[config.mk]
export PLATFORM = sky130hd
export DESIGN_NAME = hs_port_ctrl
export DESIGN_NICKNAME = d
export VERILOG_FILES = /design/src/rtl/hs_port_pkg.sv /design/src/rtl/hs_stb_sync.sv /design/src/rtl/hs_ready_gen.sv /design/src/rtl/hs_oe_mux.sv /design/src/rtl/hs_port_regs.sv /design/src/rtl/hs_port_ctrl.sv
export SDC_FILE = /design/constraint.sdc
export NUM_CORES = 1
export LEC_CHECK = 0
export ABC_AREA = 1
export BUFFER_PORTS_ARGS = -buffer_cell sky130_fd_sc_hd__buf_2
export CAP_MARGIN = 0
export CORE_MARGIN = 2
export CORE_UTILIZATION = 45
export CTS_CLUSTER_DIAMETER = 200
export DETAILED_ROUTE_END_ITERATION = 6
export HOLD_SLACK_MARGIN = 0.02
export PLACE_DENSITY_LB_ADDON = 0.3
export SLEW_MARGIN = 15
export SYNTH_ARGS = -nofsm -noshare
export SYNTH_HDL_FRONTEND = slang
export SYNTH_SLANG_ARGS = --single-unit
[constraint.sdc]
create_clock -name clk -period 2.8 [get_ports clk]
set_input_delay 0.84 -clock clk [delete_from_list [all_inputs] [get_ports clk]]
set_output_delay 0.84 -clock clk [all_outputs]
set_load 0.05 [all_outputs]
[src/rtl/hs_port_pkg.sv]
package hs_port_pkg;
  localparam int unsigned ADDR_W = 2;

  localparam logic [ADDR_W-1:0] ADR_PB  = 2'd0;
  localparam logic [ADDR_W-1:0] ADR_PC  = 2'd1;
  localparam logic [ADDR_W-1:0] ADR_DIR = 2'd2;
  localparam logic [ADDR_W-1:0] ADR_CTL = 2'd3;

  localparam int unsigned CB_HS   = 0;
  localparam int unsigned CB_ODIR = 1;
  localparam int unsigned CB_PLS  = 2;
  localparam int unsigned CB_RISE = 3;
  localparam int unsigned CB_TRUE = 4;

  typedef enum logic [1:0] {
    MODE_SIMPLE = 2'd0,
    MODE_IN_HS  = 2'd1,
    MODE_OUT_HS = 2'd2
  } hs_mode_e;

  function automatic hs_mode_e decode_mode(input logic hs, input logic odir);
    if (!hs)  return MODE_SIMPLE;
    if (odir) return MODE_OUT_HS;
    return MODE_IN_HS;
  endfunction
endpackage

[src/rtl/hs_stb_sync.sv]
module hs_stb_sync #(
  parameter int unsigned STAGES = 2
) (
  input  logic clk,
  input  logic rst_n,
  input  logic pin,
  input  logic rise_sel,
  output logic level,
  output logic edge_hit
);
  logic [STAGES-1:0] chain;
  logic              prev;

  always_ff @(posedge clk) begin
    if (!rst_n) begin
      chain <= '0;
      prev  <= 1'b0;
    end else begin
      chain <= {chain[STAGES-2:0], pin};
      prev  <= chain[STAGES-1];
    end
  end

  assign level    = chain[STAGES-1];
  assign edge_hit = rise_sel ? (level & ~prev) : (~level & prev);

  // a detected edge lasts one cycle only
  a_r4_edge_single: assert property (@(posedge clk) disable iff (!rst_n)
    edge_hit |=> !edge_hit);
endmodule

[src/rtl/hs_ready_gen.sv]
module hs_ready_gen #(
  parameter int unsigned PULSE_CYC = 2
) (
  input  logic clk,
  input  logic rst_n,
  input  logic set_ev,
  input  logic clr_ev,
  input  logic pulsed,
  input  logic true_pol,
  output logic flop_q,
  output logic rdy
);
  localparam int unsigned CW = (PULSE_CYC > 1) ? $clog2(PULSE_CYC) : 1;
  localparam logic [CW-1:0] CNT_LOAD = CW'(PULSE_CYC - 1);

  logic [CW-1:0] cnt;

  always_ff @(posedge clk) begin
    if (!rst_n) begin
      flop_q <= 1'b0;
      cnt    <= '0;
    end else if (set_ev) begin
      flop_q <= 1'b1;
      cnt    <= CNT_LOAD;
    end else if (clr_ev) begin
      flop_q <= 1'b0;
    end else if (flop_q && pulsed) begin
      if (cnt == '0) flop_q <= 1'b0;
      else           cnt    <= cnt - 1'b1;
    end
  end

  assign rdy = true_pol ? flop_q : ~flop_q;

  // a set is visible in the following cycle
  a_r3_set_takes: assert property (@(posedge clk) disable iff (!rst_n)
    set_ev |=> flop_q);
  // polarity choice alone never moves the flop
  a_r8_pol_keeps_state: assert property (@(posedge clk) disable iff (!rst_n)
    (!set_ev && !clr_ev && !pulsed && flop_q) |=> flop_q);
endmodule

[src/rtl/hs_oe_mux.sv]
module hs_oe_mux #(
  parameter int unsigned DW = 8
) (
  input  logic          out_mode,
  input  logic          rise_sel,
  input  logic          stb_level,
  input  logic [DW-1:0] dir,
  output logic [DW-1:0] oe
);
  logic force_on;
  assign force_on = out_mode & (rise_sel ^ stb_level);

  for (genvar i = 0; i < DW; i++) begin : g_pin
    assign oe[i] = force_on | dir[i];
  end
endmodule

[src/rtl/hs_port_regs.sv]
module hs_port_regs
  import hs_port_pkg::*;
#(
  parameter int unsigned DW = 8,
  parameter logic [DW-1:0] CTL_RST = DW'(1) << CB_TRUE
) (
  input  logic              clk,
  input  logic              rst_n,
  input  logic [ADDR_W-1:0] addr,
  input  logic              wr,
  input  logic              rd,
  input  logic [DW-1:0]     wdata,
  input  logic [DW-1:0]     latched,
  output logic [DW-1:0]     rdata,
  output logic [DW-1:0]     pb_q,
  output logic [DW-1:0]     pc_q,
  output logic [DW-1:0]     dir_q,
  output logic [DW-1:0]     ctl_q,
  output logic              pb_wr,
  output logic              pc_wr,
  output logic              pc_rd
);
  assign pb_wr = wr && (addr == ADR_PB);
  assign pc_wr = wr && (addr == ADR_PC);
  assign pc_rd = rd && (addr == ADR_PC);

  always_ff @(posedge clk) begin
    if (!rst_n) begin
      pb_q  <= '0;
      pc_q  <= '0;
      dir_q <= '0;
      ctl_q <= CTL_RST;
    end else if (wr) begin
      unique case (addr)
        ADR_PB:  pb_q  <= wdata;
        ADR_PC:  pc_q  <= wdata;
        ADR_DIR: dir_q <= wdata;
        default: ctl_q <= wdata;
      endcase
    end
  end

  always_comb begin
    unique case (addr)
      ADR_PB:  rdata = pb_q;
      ADR_PC:  rdata = latched;
      ADR_DIR: rdata = dir_q;
      default: rdata = ctl_q;
    endcase
  end
endmodule

[src/rtl/hs_port_ctrl.sv]
module hs_port_ctrl
  import hs_port_pkg::*;
#(
  parameter int unsigned DW          = 8,
  parameter int unsigned SYNC_STAGES = 2,
  parameter int unsigned PULSE_CYC   = 2
) (
  input  logic              clk,
  input  logic              rst_n,
  input  logic [ADDR_W-1:0] bus_addr,
  input  logic              bus_wr,
  input  logic              bus_rd,
  input  logic [DW-1:0]     bus_wdata,
  output logic [DW-1:0]     bus_rdata,
  output logic [DW-1:0]     pb_out,
  input  logic [DW-1:0]     pc_in,
  output logic [DW-1:0]     pc_out,
  output logic [DW-1:0]     pc_oe,
  input  logic              stb_in,
  output logic              rdy_out
);
  logic [DW-1:0] latch_q, dir_q, ctl_q;
  logic          pb_wr, pc_wr, pc_rd;
  logic          stb_lvl, stb_edge;
  logic          set_ev, clr_ev, pulsed, flop_q;
  hs_mode_e      mode;

  hs_port_regs #(.DW(DW)) u_regs (
    .clk(clk), .rst_n(rst_n), .addr(bus_addr), .wr(bus_wr), .rd(bus_rd),
    .wdata(bus_wdata), .latched(latch_q), .rdata(bus_rdata),
    .pb_q(pb_out), .pc_q(pc_out), .dir_q(dir_q), .ctl_q(ctl_q),
    .pb_wr(pb_wr), .pc_wr(pc_wr), .pc_rd(pc_rd)
  );

  hs_stb_sync #(.STAGES(SYNC_STAGES)) u_sync (
    .clk(clk), .rst_n(rst_n), .pin(stb_in), .rise_sel(ctl_q[CB_RISE]),
    .level(stb_lvl), .edge_hit(stb_edge)
  );

  assign mode   = decode_mode(ctl_q[CB_HS], ctl_q[CB_ODIR]);
  assign pulsed = (mode == MODE_SIMPLE) | ctl_q[CB_PLS];
  assign clr_ev = (mode != MODE_SIMPLE) & stb_edge;

  always_comb begin
    unique case (mode)
      MODE_IN_HS:  set_ev = pc_rd;
      MODE_OUT_HS: set_ev = pc_wr;
      default:     set_ev = pb_wr;
    endcase
  end

  always_ff @(posedge clk) begin
    if (!rst_n)        latch_q <= '0;
    else if (stb_edge) latch_q <= pc_in;
  end

  hs_ready_gen #(.PULSE_CYC(PULSE_CYC)) u_rdy (
    .clk(clk), .rst_n(rst_n), .set_ev(set_ev), .clr_ev(clr_ev),
    .pulsed(pulsed), .true_pol(ctl_q[CB_TRUE]), .flop_q(flop_q), .rdy(rdy_out)
  );

  hs_oe_mux #(.DW(DW)) u_oe (
    .out_mode(mode == MODE_OUT_HS), .rise_sel(ctl_q[CB_RISE]),
    .stb_level(stb_lvl), .dir(dir_q), .oe(pc_oe)
  );

  // the latched byte only moves on a detected edge
  a_r4_latch_hold: assert property (@(posedge clk) disable iff (!rst_n)
    !stb_edge |=> $stable(latch_q));
  // interlocked ready survives until an acknowledge edge
  a_r7_interlock_hold: assert property (@(posedge clk) disable iff (!rst_n)
    (mode != MODE_SIMPLE && !ctl_q[CB_PLS] && flop_q && !stb_edge) |=> flop_q);
  // the enable override drives every pin
  a_r9_oe_force: assert property (@(posedge clk) disable iff (!rst_n)
    (mode == MODE_OUT_HS && (ctl_q[CB_RISE] ^ stb_lvl)) |-> (&pc_oe));
  // outside output handshake the direction bits rule
  a_r9_oe_dir: assert property (@(posedge clk) disable iff (!rst_n)
    (mode != MODE_OUT_HS) |-> (pc_oe == dir_q));
  // simple-mode strobe returns idle after its pulse
  a_r3_simple_ends: assert property (@(posedge clk) disable iff (!rst_n)
    (mode == MODE_SIMPLE && !set_ev && $past(flop_q) && flop_q) |=> !flop_q);
endmodule

==> results.toml <==
[run_status]
outcome = "finished, final reports clean"

[global_route]
global_route.overflow_total = 0
maximum_number_of_pins_on_one_net_before_global_route_repair = 29
first_global_vias = 1714
wire_length_of_the_first_global_routing_pass_mm = 7.93
gr-usage-all-layers_pct = 23.2
number_of_antenna_violations_at_the_first_check_in_global_routing = 0

[critical_path]
worst_setup_path_end_kind = "primary output"
worst_path_largest_cell_delay_ps = 290
cp_cell_sequence = "buf_2 > inv_1 > nand2_1 > o21ai_0 > a21oi_1 > o21ai_0 > buf_2"
worst_ep_arrival_time_ps = 1880
worst_r2r_startpoint = "u_regs.ctl_q[3]"
type_of_the_worst_setup_path = "in -> out"
critical_path_peak_fanout = 7
cp-startpoint = "bus_addr[0]"
timing.critical_path.max_delay_family = "buffers and inverters"
worst_setup_path_start_kind = "input port"
worst-path-buf-inv = 3
crit_path_top_delay_cell = "sky130_fd_sc_hd__buf_2"
required_ps = 1960

[cts]
clk_transition_reported_paths_ps = 80
tritoncts = "built"
clock_tree.htree_level_count = 2
tritoncts.num_buffers = 5
clkSinkCount = 45
clk_latency_ps = 300
root_buffer = "sky130_fd_sc_hd__clkbuf_8"
post_cts_buffers = 0
cts_max_path_buffers = 2

[power_and_ir_drop]
design_power_total_mw = 1.36
total_leakage_power_nw = 1.07
power-per-cell-area_nw_per_um2 = 591
irDropWorstVdd_v = 0.000349

[floorplanning]
design.core.area_um2 = 4000
pin_count = 56
chipWidth_um = 68.4
die_area_um2 = 4680
placement_rows = 23
floorplan.initialDensity_pct = 46.7
fp.dieH_um = 68.4

[synth]
synth_area_per_cell_um2 = 7.18
yosys_warnings = 0
synth_area_um2 = 1870
netlist-cell-type-count = 17
net_count_after_synthesis = 283
ys_seq_area_share_pct = 48.3
postSynthCellCount = 260
ys_ff_latch = 45

[drt]
detail_route.vias_per_cell = 4.97
first_pass_iters = 4
drt_first_iter_violations = 96
via_count = 1839
wl_mm = 4.86
number_of_nets_with_antenna_violations_after_routing = 0
avgRoutedWirePerCell_um = 13.1
detail_route.drc_violations = 0

[placed_design]
dp_hpwl_mm = 3.61
port-buffer-count = 55
place_congestion = 0.796
dpl_worst_slack_ps = 84.4

[sta]
max_slew_margin_pct = 65.1
worst-slew-pin-transition_ps = 520
max_freq_mhz = 368
layout_setup_ws_ps = 83.8
final_period_minus_worst_setup_slack_ps = 2720
timing.final.setup_violations = 0
drv_slew = 0
hold_viol = 0
rsz0062_at_grt = "no"
hold_slack_ps = 416
totalNegativeSetupSlack_ps = 0
worst_clock_skew_ps = 1.93
timing.final.crit_share_pct = 97.0

[finish]
net_count_final = 342
area_overhead_of_the_layout_relative_to_synthesis_pct = 23.3
layout.core_utilization_pct = 57.6
antenna_cells_inserted = 0
layout-drive-gt1-share_pct = 22.5

[hold_path]
hp_start = "u_sync.chain[0]"
worst_hold_path_type = "reg -> reg"

[run]
cap_viol_max_count = 0
==> cell usage after synthesis, drive strengths merged <==
library cell	number	share of area [%]
nand2	65	13
dfxtp	45	48
a21oi	40	11
o21ai	35	9.4
inv	26	5.2
nor2	23	4.9
nand3	12	3.2
buf	6	2.2
o2111ai	3	1.4
clkbuf	2	0.40
clkinv	1	0.20
nor3	1	0.27
xnor2	1	0.47
==> cell usage in the layout (no fill, tap or decap) <==
| cell | synthesis | layout |
|---|---|---|
| sky130_fd_sc_hd__nand2_1 | 63 | 63 |
| sky130_fd_sc_hd__buf_2 | 3 | 52 |
| sky130_fd_sc_hd__dfxtp_1 | 45 | 45 |
| sky130_fd_sc_hd__a21oi_1 | 40 | 40 |
| sky130_fd_sc_hd__o21ai_0 | 35 | 34 |
| sky130_fd_sc_hd__inv_1 | 26 | 26 |
| sky130_fd_sc_hd__nor2_1 | 21 | 21 |
| sky130_fd_sc_hd__nand3_1 | 12 | 12 |
| sky130_fd_sc_hd__clkbuf_8 | 0 | 7 |
| sky130_fd_sc_hd__buf_4 | 0 | 5 |
| sky130_fd_sc_hd__o2111ai_1 | 3 | 3 |
| sky130_fd_sc_hd__clkbuf_4 | 0 | 3 |
| sky130_fd_sc_hd__nor2_2 | 2 | 2 |
| sky130_fd_sc_hd__nand2_2 | 2 | 2 |
| sky130_fd_sc_hd__o21ai_1 | 0 | 1 |
| sky130_fd_sc_hd__nor3_1 | 1 | 1 |
| sky130_fd_sc_hd__xnor2_1 | 1 | 1 |
| sky130_fd_sc_hd__clkinv_1 | 1 | 1 |
| sky130_fd_sc_hd__clkinv_2 | 0 | 1 |
==> per-layer routing <==
metal,GRT usage [%],share of wire [%],vias up
li1,-,-,968
met1,28.9,46,806
met2,38.5,46,59
met3,5.92,6.1,6
met4,8.50,1.6,0
met5,0,0,-
==> registers in the layout (all words and copies together), names as in the netlist <==
signal        cells
u_rdy.cnt         1
u_sync.prev       1
u_sync.chain      2
u_rdy.flop_q      1
u_regs.pb_q       8
u_regs.pc_q       8
u_regs.dir_q      8
u_regs.ctl_q      8
latch_q           8
==> logic make-up (layout without fill, tap and decap cells) <==
family                    Yosys count  in the layout  synth area share [%]
DFF                                45             45                  48.3
and+or+nand+nor                   101            101                  21.7
xor gates and xnor gates            1              1                 0.469
buffers and inverters              35             95                  8.04
AOI/OAI and AO/OA                  78             78                  21.5
==> path summary, 6_finish.rpt <==
check / endpoint / slack [ps] / depth (start not counted)
max: bus_rdata[6] / 80 / 7
min: u_sync.chain[1] / 420 / 2
max reg2reg: latch_q[6] / 1330 / 5
min reg2reg: u_sync.chain[1] / 420 / 2
==> metrics by stage <==
| stage | cells | cell area, µm² |
|---|---|---|
| 2_1_floorplan | 260 | 1870 |
| 3_3_place_gp | 362 | 2190 |
| 3_5_place_dp | 362 | 2190 |
| 4_1_cts | 370 | 2290 |
| 5_1_grt | 370 | 2300 |
| 6_report | 370 | 2300 |
==> tightest hold or removal path, delay by kind of cell (launching register included) <==
kind                   cells  cell delay (ps)
DFF                        1              310
and+or+nand+nor            1               40
buffers and inverters      1               40
==> cell type report <==
class,instances,area (µm²)
repair buffers,60,320
clock buffers,7,96.3
clock inverters,1,5.00
multi-input cells,180,816
well taps,50,62.6
fillers,400,1700
flip-flops and latches,45,901
inverters,27,101
==> where the power goes <==
group          leakage, nW  internal (mW)  switching [mW]
Sequential           0.367          0.668          0.0152
Combinational        0.645         0.0633           0.177
Clock               0.0542          0.223           0.215
Total                 1.07          0.954           0.407
==> repair_timing <==
| action | in CTS | in global routing |
|---|---|---|
| hold buffers | 0 | 0 |
| resized for setup | 0 | 4 |
| setup endpoints to repair | 0 | 3 |
(Power assumes the default switching activity.)
